**src/rtl/clahe_redist_pkg.sv**
```systemverilog
package clahe_redist_pkg;

    // Top-level control phase
    typedef enum logic [2:0] {
        PH_IDLE,
        PH_SCAN,
        PH_CHECK,
        PH_DIVIDE,
        PH_REDIST,
        PH_CDF
    } phase_t;

    // Kind of work done on each bin during one streaming sweep
    typedef enum logic [1:0] {
        SW_SCAN,     // count bins still below the limit
        SW_SPREAD,   // add the per-pass share, capped at the limit
        SW_TRICKLE,  // add one pixel per open bin while the pool lasts
        SW_CDF       // accumulate and emit mapping entries
    } sweep_t;

endpackage

```
**src/rtl/clahe_addr_sweep.sv**
```systemverilog
module clahe_addr_sweep #(
    parameter int NBINS = 256,
    localparam int AW = $clog2(NBINS)
) (
    input  logic          clk,
    input  logic          rst,
    input  logic          kick,
    output logic          rd_en,
    output logic [AW-1:0] rd_addr,
    output logic          stg_valid,
    output logic [AW-1:0] stg_addr,
    output logic          stg_last
);
    localparam logic [AW-1:0] LAST = AW'(NBINS - 1);

    logic          active;
    logic [AW-1:0] cnt;

    assign rd_en   = active;
    assign rd_addr = cnt;

    always_ff @(posedge clk) begin
        if (rst) begin
            active    <= 1'b0;
            cnt       <= '0;
            stg_valid <= 1'b0;
            stg_addr  <= '0;
            stg_last  <= 1'b0;
        end else begin
            // read data returns one cycle after the strobe
            stg_valid <= active;
            stg_addr  <= cnt;
            stg_last  <= active && (cnt == LAST);
            if (kick) begin
                active <= 1'b1;
                cnt    <= '0;
            end else if (active) begin
                cnt <= cnt + 1'b1;
                if (cnt == LAST) begin
                    active <= 1'b0;
                end
            end
        end
    end
endmodule

```
**src/rtl/clahe_seq_div.sv**
```systemverilog
module clahe_seq_div #(
    parameter int NW = 16,
    parameter int DW = 9
) (
    input  logic          clk,
    input  logic          rst,
    input  logic          go,
    input  logic [NW-1:0] num,
    input  logic [DW-1:0] den,
    output logic          done,
    output logic [NW-1:0] quot
);
    localparam int CW = $clog2(NW + 1);

    logic [NW-1:0] q;
    logic [DW:0]   rem;
    logic [CW-1:0] left;
    logic          run;
    logic [DW:0]   shifted;
    logic [DW+1:0] diff;

    always_comb begin
        shifted = {rem[DW-1:0], q[NW-1]};
        diff    = {1'b0, shifted} - {2'b00, den};
    end

    always_ff @(posedge clk) begin
        if (rst) begin
            q    <= '0;
            rem  <= '0;
            left <= '0;
            run  <= 1'b0;
            done <= 1'b0;
        end else begin
            done <= 1'b0;
            if (go) begin
                q    <= num;
                rem  <= '0;
                left <= CW'(NW);
                run  <= 1'b1;
            end else if (run) begin
                if (!diff[DW+1]) begin
                    rem <= diff[DW:0];
                    q   <= {q[NW-2:0], 1'b1};
                end else begin
                    rem <= shifted;
                    q   <= {q[NW-2:0], 1'b0};
                end
                left <= left - 1'b1;
                if (left == CW'(1)) begin
                    run  <= 1'b0;
                    done <= 1'b1;
                end
            end
        end
    end

    assign quot = q;
endmodule

```
**src/rtl/clahe_bin_update.sv**
```systemverilog
module clahe_bin_update
    import clahe_redist_pkg::*;
#(
    parameter int CNT_W = 12,
    parameter int EXC_W = 16   // must not be narrower than CNT_W
) (
    input  sweep_t             mode,
    input  logic [CNT_W-1:0]   count,
    input  logic [CNT_W-1:0]   clip,
    input  logic [EXC_W-1:0]   share,
    input  logic [EXC_W-1:0]   pool,
    output logic [CNT_W-1:0]   new_count,
    output logic [EXC_W-1:0]   placed,
    output logic               open_before,
    output logic               open_after
);
    logic [CNT_W-1:0] room;
    logic [EXC_W-1:0] room_x;
    logic [EXC_W-1:0] add;

    always_comb begin
        open_before = (count < clip);
        room        = open_before ? (clip - count) : '0;
        room_x      = EXC_W'(room);
        add         = '0;
        unique case (mode)
            SW_SPREAD: begin
                if (open_before) begin
                    add = (share > room_x) ? room_x : share;
                end
            end
            SW_TRICKLE: begin
                if (open_before && (pool != '0)) begin
                    add = EXC_W'(1);
                end
            end
            default: add = '0;
        endcase
        placed     = add;
        new_count  = count + CNT_W'(add);
        open_after = (new_count < clip);
    end
endmodule

```
**src/rtl/clahe_cdf_map.sv**
```systemverilog
module clahe_cdf_map #(
    parameter int NBINS    = 256,
    parameter int CNT_W    = 12,
    parameter int OUT_W    = 8,
    parameter int TILE_PIX = 4096,
    localparam int AW = $clog2(NBINS)
) (
    input  logic             clk,
    input  logic             rst,
    input  logic             clear,
    input  logic             in_valid,
    input  logic             in_last,
    input  logic [AW-1:0]    in_addr,
    input  logic [CNT_W-1:0] in_count,
    output logic             map_wr_en,
    output logic [AW-1:0]    map_wr_addr,
    output logic [OUT_W-1:0] map_wr_data,
    output logic             done
);
    localparam int SUM_W  = CNT_W + AW;
    localparam int PROD_W = SUM_W + OUT_W + 2;
    localparam int MAXV   = (1 << OUT_W) - 1;
    localparam logic [PROD_W-1:0] MAXV_P = PROD_W'(MAXV);
    localparam logic [PROD_W-1:0] TILE_P = PROD_W'(TILE_PIX);
    localparam logic [PROD_W-1:0] HALF_P = PROD_W'(TILE_PIX / 2);

    logic [SUM_W-1:0]  sum;
    logic [SUM_W-1:0]  next_sum;
    logic [PROD_W-1:0] prod;
    logic [PROD_W-1:0] level_wide;
    logic [OUT_W-1:0]  level;
    logic              last_q;

    always_comb begin
        next_sum   = sum + SUM_W'(in_count);
        prod       = PROD_W'(next_sum) * MAXV_P + HALF_P;
        level_wide = prod / TILE_P;
        level      = (level_wide > MAXV_P) ? OUT_W'(MAXV) : level_wide[OUT_W-1:0];
    end

    always_ff @(posedge clk) begin
        if (rst) begin
            sum         <= '0;
            map_wr_en   <= 1'b0;
            map_wr_addr <= '0;
            map_wr_data <= '0;
            last_q      <= 1'b0;
            done        <= 1'b0;
        end else begin
            map_wr_en   <= in_valid;
            map_wr_addr <= in_addr;
            map_wr_data <= level;
            last_q      <= in_valid && in_last;
            done        <= last_q;
            if (clear) begin
                sum <= '0;
            end else if (in_valid) begin
                sum <= next_sum;
            end
        end
    end
endmodule

```
**src/rtl/clahe_redist.sv**
```systemverilog
module clahe_redist
    import clahe_redist_pkg::*;
#(
    parameter int NBINS    = 256,
    parameter int CNT_W    = 12,
    parameter int EXC_W    = 16,
    parameter int OUT_W    = 8,
    parameter int TILE_PIX = 4096,
    localparam int AW = $clog2(NBINS)
) (
    input  logic             clk,
    input  logic             rst,
    input  logic             start,
    input  logic [CNT_W-1:0] clip_limit,
    input  logic [EXC_W-1:0] excess_in,
    output logic             hist_rd_en,
    output logic [AW-1:0]    hist_rd_addr,
    input  logic [CNT_W-1:0] hist_rd_data,
    output logic             hist_wr_en,
    output logic [AW-1:0]    hist_wr_addr,
    output logic [CNT_W-1:0] hist_wr_data,
    output logic             map_wr_en,
    output logic [AW-1:0]    map_wr_addr,
    output logic [OUT_W-1:0] map_wr_data,
    output logic             done
);
    localparam int UW = $clog2(NBINS + 1);

    phase_t           phase;
    sweep_t           pass_q;
    logic [CNT_W-1:0] clip_q;
    logic [EXC_W-1:0] pool;
    logic [EXC_W-1:0] share_q;
    logic [UW-1:0]    open_cnt;
    logic [UW-1:0]    open_acc;
    logic [UW-1:0]    open_acc_next;

    logic             kick;
    logic             stg_valid;
    logic [AW-1:0]    stg_addr;
    logic             stg_last;

    logic [CNT_W-1:0] new_count;
    logic [EXC_W-1:0] placed;
    logic             open_before;
    logic             open_after;
    logic             inc;
    logic             redist_pass;

    logic             finish_redist;
    logic             div_go;
    logic             div_done;
    logic [EXC_W-1:0] div_quot;
    logic             cdf_valid;
    logic             cdf_done;

    clahe_addr_sweep #(.NBINS(NBINS)) u_sweep (
        .clk      (clk),
        .rst      (rst),
        .kick     (kick),
        .rd_en    (hist_rd_en),
        .rd_addr  (hist_rd_addr),
        .stg_valid(stg_valid),
        .stg_addr (stg_addr),
        .stg_last (stg_last)
    );

    clahe_bin_update #(.CNT_W(CNT_W), .EXC_W(EXC_W)) u_update (
        .mode       (pass_q),
        .count      (hist_rd_data),
        .clip       (clip_q),
        .share      (share_q),
        .pool       (pool),
        .new_count  (new_count),
        .placed     (placed),
        .open_before(open_before),
        .open_after (open_after)
    );

    clahe_seq_div #(.NW(EXC_W), .DW(UW)) u_div (
        .clk (clk),
        .rst (rst),
        .go  (div_go),
        .num (pool),
        .den (open_cnt),
        .done(div_done),
        .quot(div_quot)
    );

    clahe_cdf_map #(
        .NBINS(NBINS), .CNT_W(CNT_W), .OUT_W(OUT_W), .TILE_PIX(TILE_PIX)
    ) u_cdf (
        .clk        (clk),
        .rst        (rst),
        .clear      (finish_redist),
        .in_valid   (cdf_valid),
        .in_last    (stg_last),
        .in_addr    (stg_addr),
        .in_count   (hist_rd_data),
        .map_wr_en  (map_wr_en),
        .map_wr_addr(map_wr_addr),
        .map_wr_data(map_wr_data),
        .done       (cdf_done)
    );

    assign done = cdf_done;

    always_comb begin
        redist_pass   = (pass_q == SW_SPREAD) || (pass_q == SW_TRICKLE);
        cdf_valid     = stg_valid && (pass_q == SW_CDF);
        finish_redist = (phase == PH_CHECK) && ((pool == '0) || (open_cnt == '0));
        div_go        = (phase == PH_CHECK) && !finish_redist;
        kick          = ((phase == PH_IDLE) && start)
                     || finish_redist
                     || ((phase == PH_DIVIDE) && div_done);
        unique case (pass_q)
            SW_SCAN:               inc = open_before;
            SW_SPREAD, SW_TRICKLE: inc = open_after;
            default:               inc = 1'b0;
        endcase
        open_acc_next = open_acc + UW'(inc);
    end

    always_ff @(posedge clk) begin
        if (rst) begin
            phase        <= PH_IDLE;
            pass_q       <= SW_SCAN;
            clip_q       <= '0;
            pool         <= '0;
            share_q      <= '0;
            open_cnt     <= '0;
            open_acc     <= '0;
            hist_wr_en   <= 1'b0;
            hist_wr_addr <= '0;
            hist_wr_data <= '0;
        end else begin
            hist_wr_en   <= stg_valid && redist_pass && (placed != '0);
            hist_wr_addr <= stg_addr;
            hist_wr_data <= new_count;

            if (stg_valid && redist_pass) begin
                pool <= pool - placed;
            end
            if (stg_valid && (pass_q != SW_CDF)) begin
                open_acc <= stg_last ? '0 : open_acc_next;
            end

            unique case (phase)
                PH_IDLE: begin
                    if (start) begin
                        clip_q <= clip_limit;
                        pool   <= excess_in;
                        pass_q <= SW_SCAN;
                        phase  <= PH_SCAN;
                    end
                end
                PH_SCAN, PH_REDIST: begin
                    if (stg_valid && stg_last) begin
                        open_cnt <= open_acc_next;
                        phase    <= PH_CHECK;
                    end
                end
                PH_CHECK: begin
                    if (finish_redist) begin
                        pass_q <= SW_CDF;
                        phase  <= PH_CDF;
                    end else begin
                        phase <= PH_DIVIDE;
                    end
                end
                PH_DIVIDE: begin
                    if (div_done) begin
                        share_q <= div_quot;
                        pass_q  <= (div_quot == '0) ? SW_TRICKLE : SW_SPREAD;
                        phase   <= PH_REDIST;
                    end
                end
                PH_CDF: begin
                    if (cdf_done) begin
                        phase <= PH_IDLE;
                    end
                end
                default: phase <= PH_IDLE;
            endcase
        end
    end
endmodule

```
**config.mk**
```make
export PLATFORM = sky130hd
export DESIGN_NAME = clahe_redist
export DESIGN_NICKNAME = d
export VERILOG_FILES = /design/src/rtl/clahe_redist_pkg.sv /design/src/rtl/clahe_addr_sweep.sv /design/src/rtl/clahe_seq_div.sv /design/src/rtl/clahe_bin_update.sv /design/src/rtl/clahe_cdf_map.sv /design/src/rtl/clahe_redist.sv
export SDC_FILE = /design/constraint.sdc
export NUM_CORES = 1
export LEC_CHECK = 0
export ABC_AREA = 1
export BUFFER_PORTS_ARGS = -buffer_cell sky130_fd_sc_hd__buf_2
export CORE_ASPECT_RATIO = 0.8
export CORE_MARGIN = 5
export CORE_UTILIZATION = 25
export DETAILED_ROUTE_END_ITERATION = 8
export GPL_TIMING_DRIVEN = 0
export PLACE_DENSITY = 0.47
export SLEW_MARGIN = 20
export SYNTH_ARGS = -nofsm -noshare
export SYNTH_HDL_FRONTEND = slang
export SYNTH_SLANG_ARGS = --single-unit
```
**constraint.sdc**
```tcl
create_clock -name clk -period 12 [get_ports clk]
set_clock_uncertainty 0.05 [all_clocks]
set_input_delay 0.6 -clock clk [delete_from_list [all_inputs] [get_ports clk]]
set_output_delay 0.6 -clock clk [all_outputs]
set_load 0.05 [all_outputs]
```
Yosys cells after proc, flatten, opt, wreduce, memory -nomap -nowiden

Cells that the tools add are included.

Bits in registers: 170
Bits of input ports: 43
Output and inout port bits: 48
Word-level logic and storage cells: 129

Add/subtract/negate cells: 9
$mul: 1
Order comparisons: 4
Equality and inequality tests: 16
Multiplexer cells: 35
Bitwise operators: 1
Reduce and logical (&&, ||, !) cells: 37

Operators with widths:

| operator               | count |
|---|---|
| $mux 16                | 7 |
| $logic_not 16->1       | 2 |
| $pmux 16 s2            | 1 |
| $reduce_bool 16->1     | 2 |
| $add 28x12->29 const B | 1 |
| $mul 20x8->28 const B  | 1 |
| $lt 12x12->1           | 2 |
| $add 20x12->20         | 1 |
| $gt 18x8->1 const B    | 1 |
| $mux 9                 | 2 |
| $gt 16x12->1           | 1 |
| $sub 16x16->16         | 1 |
| $mux 3                 | 5 |
| $pmux 3 s5             | 1 |
| $add 12x12->12         | 1 |
| $logic_and 1x1->1      | 12 |
| $mux 12                | 1 |
| $sub 12x12->12         | 1 |
| $sub 10x9->11          | 1 |
| $mux 5                 | 2 |
| $reduce_or 2->1        | 5 |
| $add 9x1->9            | 1 |
| $logic_not 9->1        | 1 |
| $mux 1                 | 9 |
| 25 further kinds       | 41 |

Logic depth before layout (Yosys ltp)

Word-level depth: 11
Gate-level depth with buffers: 49
Depth with buffers taken out: 48

By module

From an unflattened synthesis, not the netlist that was laid out.

Cell total of the unflattened synthesis: 2340
Area total of the unflattened synthesis: 16060.4 um2

By module, submodules not included:

| module           | times used | cells each | area each (um2) | seq. area each (um2) |
|---|---|---|---|---|
| clahe_cdf_map    | 1          | 892        | 6597.6          | 780.7 |
| clahe_redist     | 1          | 696        | 4633.2          | 1761.7 |
| clahe_bin_update | 1          | 354        | 2114.5          | 0.0 |
| clahe_seq_div    | 1          | 311        | 2024.4          | 640.6 |
| clahe_addr_sweep | 1          | 87         | 690.7           | 380.4 |

Least setup slack after synthesis

No wires, ideal clock.

Kind: input-to-reg
Start: input hist_rd_data[0]
End: register open_cnt[8]
Library setup time: 86 ps
Arrival: 6114 ps
Required time: 11864 ps
Path slack: 5750 ps
Stages: 41
Path buffers: 1
Cell sequence: ha_1 -> inv_1 -> fa_1 -> nand3_1 -> nand2_1 -> a21oi_1 -> o21ai_0 -> nand2_1 -> nand3_1 -> ha_1 -> nand4_1 -> nor2_1 -> nand3_1 -> nand2_1 -> buf_2 -> nand2_1 -> nand3_1 -> nand2_1 -> (+5 left out) -> a21oi_1 -> o21ai_0 -> xor2_1 -> inv_1 -> ha_1 -> nand2_1 -> o21ai_0 -> nand3_1 -> nand3_1 -> a21oi_1 -> ha_1 -> ha_1 -> nand2_1 -> nor3b_1 -> nand3_1 -> xnor2_1 -> nor2_1 -> a211oi_1

Longest elaborated chain between the ends: 10
Elaborated cells on any way between the ends: 13
Those cells by class: add/sub (3); order compare (3); mux (6); reduce/logical (1)

RTL lines:

| element                                        | RTL line                                       | source |
|---|---|---|
| from (decl)                                    | clahe_redist.sv:18                             | `input logic [CNT_W-1:0] hist_rd_data,` |
| $sub 12x12->12 or $lt 12x12->1 (tied branches) | clahe_bin_update.sv:23, clahe_bin_update.sv:22 |  |
| $mux 12                                        | clahe_bin_update.sv:23                         | `room = open_before ? (clip - count) : '0;` |
| $gt 16x12->1                                   | clahe_bin_update.sv:29                         | `add = (share > room_x) ? room_x : share;` |
| $mux 16                                        | clahe_bin_update.sv:29                         |  |
| $mux 16                                        | clahe_bin_update.sv:28                         | `if (open_before) begin` |
| $pmux 16 s2                                    | clahe_bin_update.sv:26                         | `unique case (mode)` |
| $add 12x12->12 *                               | clahe_bin_update.sv:40                         | `new_count = count + CNT_W'(add);` |
| via new_count[8]                               | clahe_redist.sv:43                             | `logic [CNT_W-1:0] new_count;` |
| $lt 12x12->1 *                                 | clahe_bin_update.sv:41                         | `open_after = (new_count < clip);` |
| $pmux 1 s2 *                                   | clahe_redist.sv:116                            | `unique case (pass_q)` |
| $add 9x1->9 *                                  | clahe_redist.sv:121                            | `open_acc_next = open_acc + UW'(inc);` |
| to (signal assigned)                           | clahe_redist.sv:159                            | `open_cnt <= open_acc_next;` |
| to (decl)                                      | clahe_redist.sv:34                             | `logic [UW-1:0] open_cnt;` |

Mark *: on every way through the listed nets, which the timed path passes. The rest lies on a longest branch.
A chain may end at the register's enable or synchronous reset.

Worst setup path in the final report

Start: register clip_q[0]
End: register open_cnt[8]

Longest elaborated chain between the ends: 10
Elaborated cells on any way between the ends: 13
Those cells by class: add/sub (3); order compare (3); mux (6); reduce/logical (1)

RTL lines:

| element                                        | RTL line                                       | source |
|---|---|---|
| from (decl)                                    | clahe_redist.sv:31                             | `logic [CNT_W-1:0] clip_q;` |
| from (signal assigned)                         | clahe_redist.sv:151                            | `clip_q <= clip_limit;` |
| $sub 12x12->12 or $lt 12x12->1 (tied branches) | clahe_bin_update.sv:23, clahe_bin_update.sv:22 |  |
| $mux 12                                        | clahe_bin_update.sv:23                         |  |
| $gt 16x12->1                                   | clahe_bin_update.sv:29                         |  |
| $mux 16                                        | clahe_bin_update.sv:29                         |  |
| $mux 16                                        | clahe_bin_update.sv:28                         |  |
| $pmux 16 s2 *                                  | clahe_bin_update.sv:26                         |  |
| $add 12x12->12 *                               | clahe_bin_update.sv:40                         |  |
| via new_count[11]                              | clahe_redist.sv:43                             |  |
| $lt 12x12->1 *                                 | clahe_bin_update.sv:41                         |  |
| $pmux 1 s2 *                                   | clahe_redist.sv:116                            |  |
| $add 9x1->9 *                                  | clahe_redist.sv:121                            |  |

Marked as above.

==> results.cfg <==
[run_status]
status = finished clean

[setup_path]
path_max_fanout = 10
r2r-end = open_cnt[8]
cp-start-kind = register
slowest_stage = xnor2_1
max_stage_delay_ps = 600
cp-end-kind = register
worstPathArrival_ps = 8030
crit_path_frequent_cell = nand2_1
reg2reg_from = clip_q[0]
critical_path_required_ps = 12340
worstSetupPathType = reg2reg
r2r_cells = 42
r2r_slack_ps = 4310

[logic_synthesis]
synthTopCellsByCount = 403 x inv_1, 385 x nand2_1, 188 x a21oi_1
synth_area_leaders = dfxtp_1 23%, ha_1 13%, fa_1 13%
synth_edf_count = 0
async_flop_share_pct = 0
synth_warnings = 0
yosysUniqueCellTypes = 51
ys_seq_area_share_pct = 23.29
yosys.area.top_type = dfxtp_1
synth.most_common_cell = inv_1
avgSynthCellArea_um2 = 7.227
synthCells = 2022
ys.flop_type = dfxtp_1
synth_seq_cells = 170
yosys.area.top_type_share_pct = 23.29
netlist_area_um2 = 14610

[pwr]
clock_power_share_pct = 16.4
p_sw_mw = 1.792
pwr-share-seq_pct = 19.6
powerDensity_nw_per_um2 = 209.0
max-vdd-ir-drop_v = 0.0001579
swShare_pct = 51.52
power.leakage_nw = 8.320
internal_power_mw = 1.686
pwr-share-comb_pct = 64.0

[clock_network]
cts_resized = 0
cts.sinks = 170
cts-root-buf = clkbuf_16
tritoncts = built
cts_setup_buffers = 0
cts_buffer_depth = 2
htree_num_levels = 4
clock_latency_ps = 490
ctsHoldBuffers = 0
cts_made_buffers = 17
clk_pin_slew_ps = 70

[final_layout]
synthToLayoutAreaGrowth_pct = 13.85
drive_gt1_share_pct = 8.015
fin_nets = 2424
fin_util_pct = 28.67

[grt]
grt_pass1_wl_um = 68220
grt.total_usage_pct = 13.60
grt_overflow = 0
grt_pass1_vias = 12420
antenna_found_initial = 2
grt_max_degree = 20

[floorplan]
core_area_um2 = 58020
start_util_pct = 25.18
die_area_um2 = 63420
die_w_um = 280.3
die_h_um = 226.2
num_io_pins = 91
fp-row-count = 79

[sta]
max_freq_mhz = 130.1
tightest_slew_ps = 885.6
slew_viol_final = 0
rsz0062_at_grt = false
slew_headroom_pct = 40.96
setup_tns_ps = 0
period_share_pct = 64.07
min_period_ps = 7689
hold_violations = 0
finalSetupViolations = 0

[min_path]
holdPathStages = 3
hold_class = in2reg
holdPathEnd = pool[15]
hp-start = excess_in[15]

[route]
via_count = 13200
drt-wirelength-per-cell_um = 14.74
drtPass1Iterations = 5
drc = 0
vias_per_cell = 4.525
drt_iter0_markers = 954
wirelength_um = 42990
final_antenna_net_count = 0

[placement]
hpwl_um = 36310
port_buffers = 90
globalplace.congestion = 0.8907

[run]
drv_cap = 0
[cells by family after synthesis]
family / share of synthesized area, %
compound gates: 14.04
fa+ha+maj: 26.06
buf+inv: 11.85
other cells: 0.02566
flops: 23.29
simple gates: 21.19
xor+xnor: 3.536
[layer usage]
| metal | vias up | track usage (%) | wire length [µm] |
|---|---|---|---|
| met5 | - | 0 | 0 |
| met4 | 0 | 3.316 | 513 |
| met3 | 35 | 2.987 | 2643 |
| met2 | 313 | 18.72 | 16820 |
| met1 | 6170 | 21.28 | 23010 |
| li1 | 6677 | - | - |
[cell type report]
type,count,area [µm²]
buffer,47,212.7
timing repair buffer,90,450.4
tap,769,962.2
inverter,404,1519
sequential,170,3403
clock buffer,17,425.4
clock inverter,15,176.4
multi-input combinational,1403,9485
antenna,1,2.502
fill,6375,41380
[worst max-delay path by stage]
stage | startpoint | to | slack [ps] | depth (start not counted)
after global placement | hist_rd_data[0] | open_cnt[8] | 4060 | 42
after floorplan | hist_rd_data[0] | open_cnt[8] | 5750 | 41
after detailed placement | hist_rd_data[0] | open_cnt[8] | 4060 | 42
after CTS | clip_q[0] | open_cnt[8] | 4370 | 42
final | clip_q[0] | open_cnt[8] | 4310 | 42
after global routing | clip_q[0] | open_cnt[8] | 3520 | 42
[registers in the layout, indices dropped and copies added, names as in the netlist, 9 cells and up]
name          cells
clip_q           12
pool             16
u_cdf.sum        20
u_div.rem         9
hist_wr_data     12
open_cnt          9
share_q          16
open_acc          9
u_div.quot       16
[critical path: cells and delay by family (launching register included)]
kind	cells	cell delay, ps
compound gates	4	840
xor+xnor	4	1090
fa+ha+maj	7	1910
buf+inv	6	850
flops	1	320
simple gates	21	2520
[power groups by stage]
stage / Clock, mW / Combinational, mW / Sequential [mW]
floorplan: 0 / 1.63 / 0.736
global placement: 0 / 2.21 / 0.693
detailed placement: 0 / 2.21 / 0.692
CTS: 0.594 / 2.23 / 0.681
global route: 0.610 / 2.55 / 0.688
finish: 0.571 / 2.23 / 0.681
[per-stage QoR]
stage	area, µm²	power [mW]	instances	hold WS, ps	setup WS (ps)
floorplan	14620	2.366	2024	338.3	5750
global route	16630	3.846	2915	319.6	3523
global placement	16030	2.906	2883	345.9	4062
finish	16640	3.478	2916	321.1	4311
detailed placement	16030	2.905	2883	346.7	4061
CTS	16630	3.504	2915	279.1	4369
[cell usage in the layout, fill, tap and decap left out, drive strengths merged, types with 47 or more instances in the layout]
cell type / netlist / routed
a21oi: 188 / 188
clkbuf: 30 / 47
fa: 94 / 94
nand3: 102 / 102
ha: 154 / 154
dfxtp: 170 / 170
buf: 17 / 107
o21ai: 121 / 121
nand2: 393 / 393
nor2: 161 / 161
inv: 404 / 409
(Power assumes the default switching activity.)
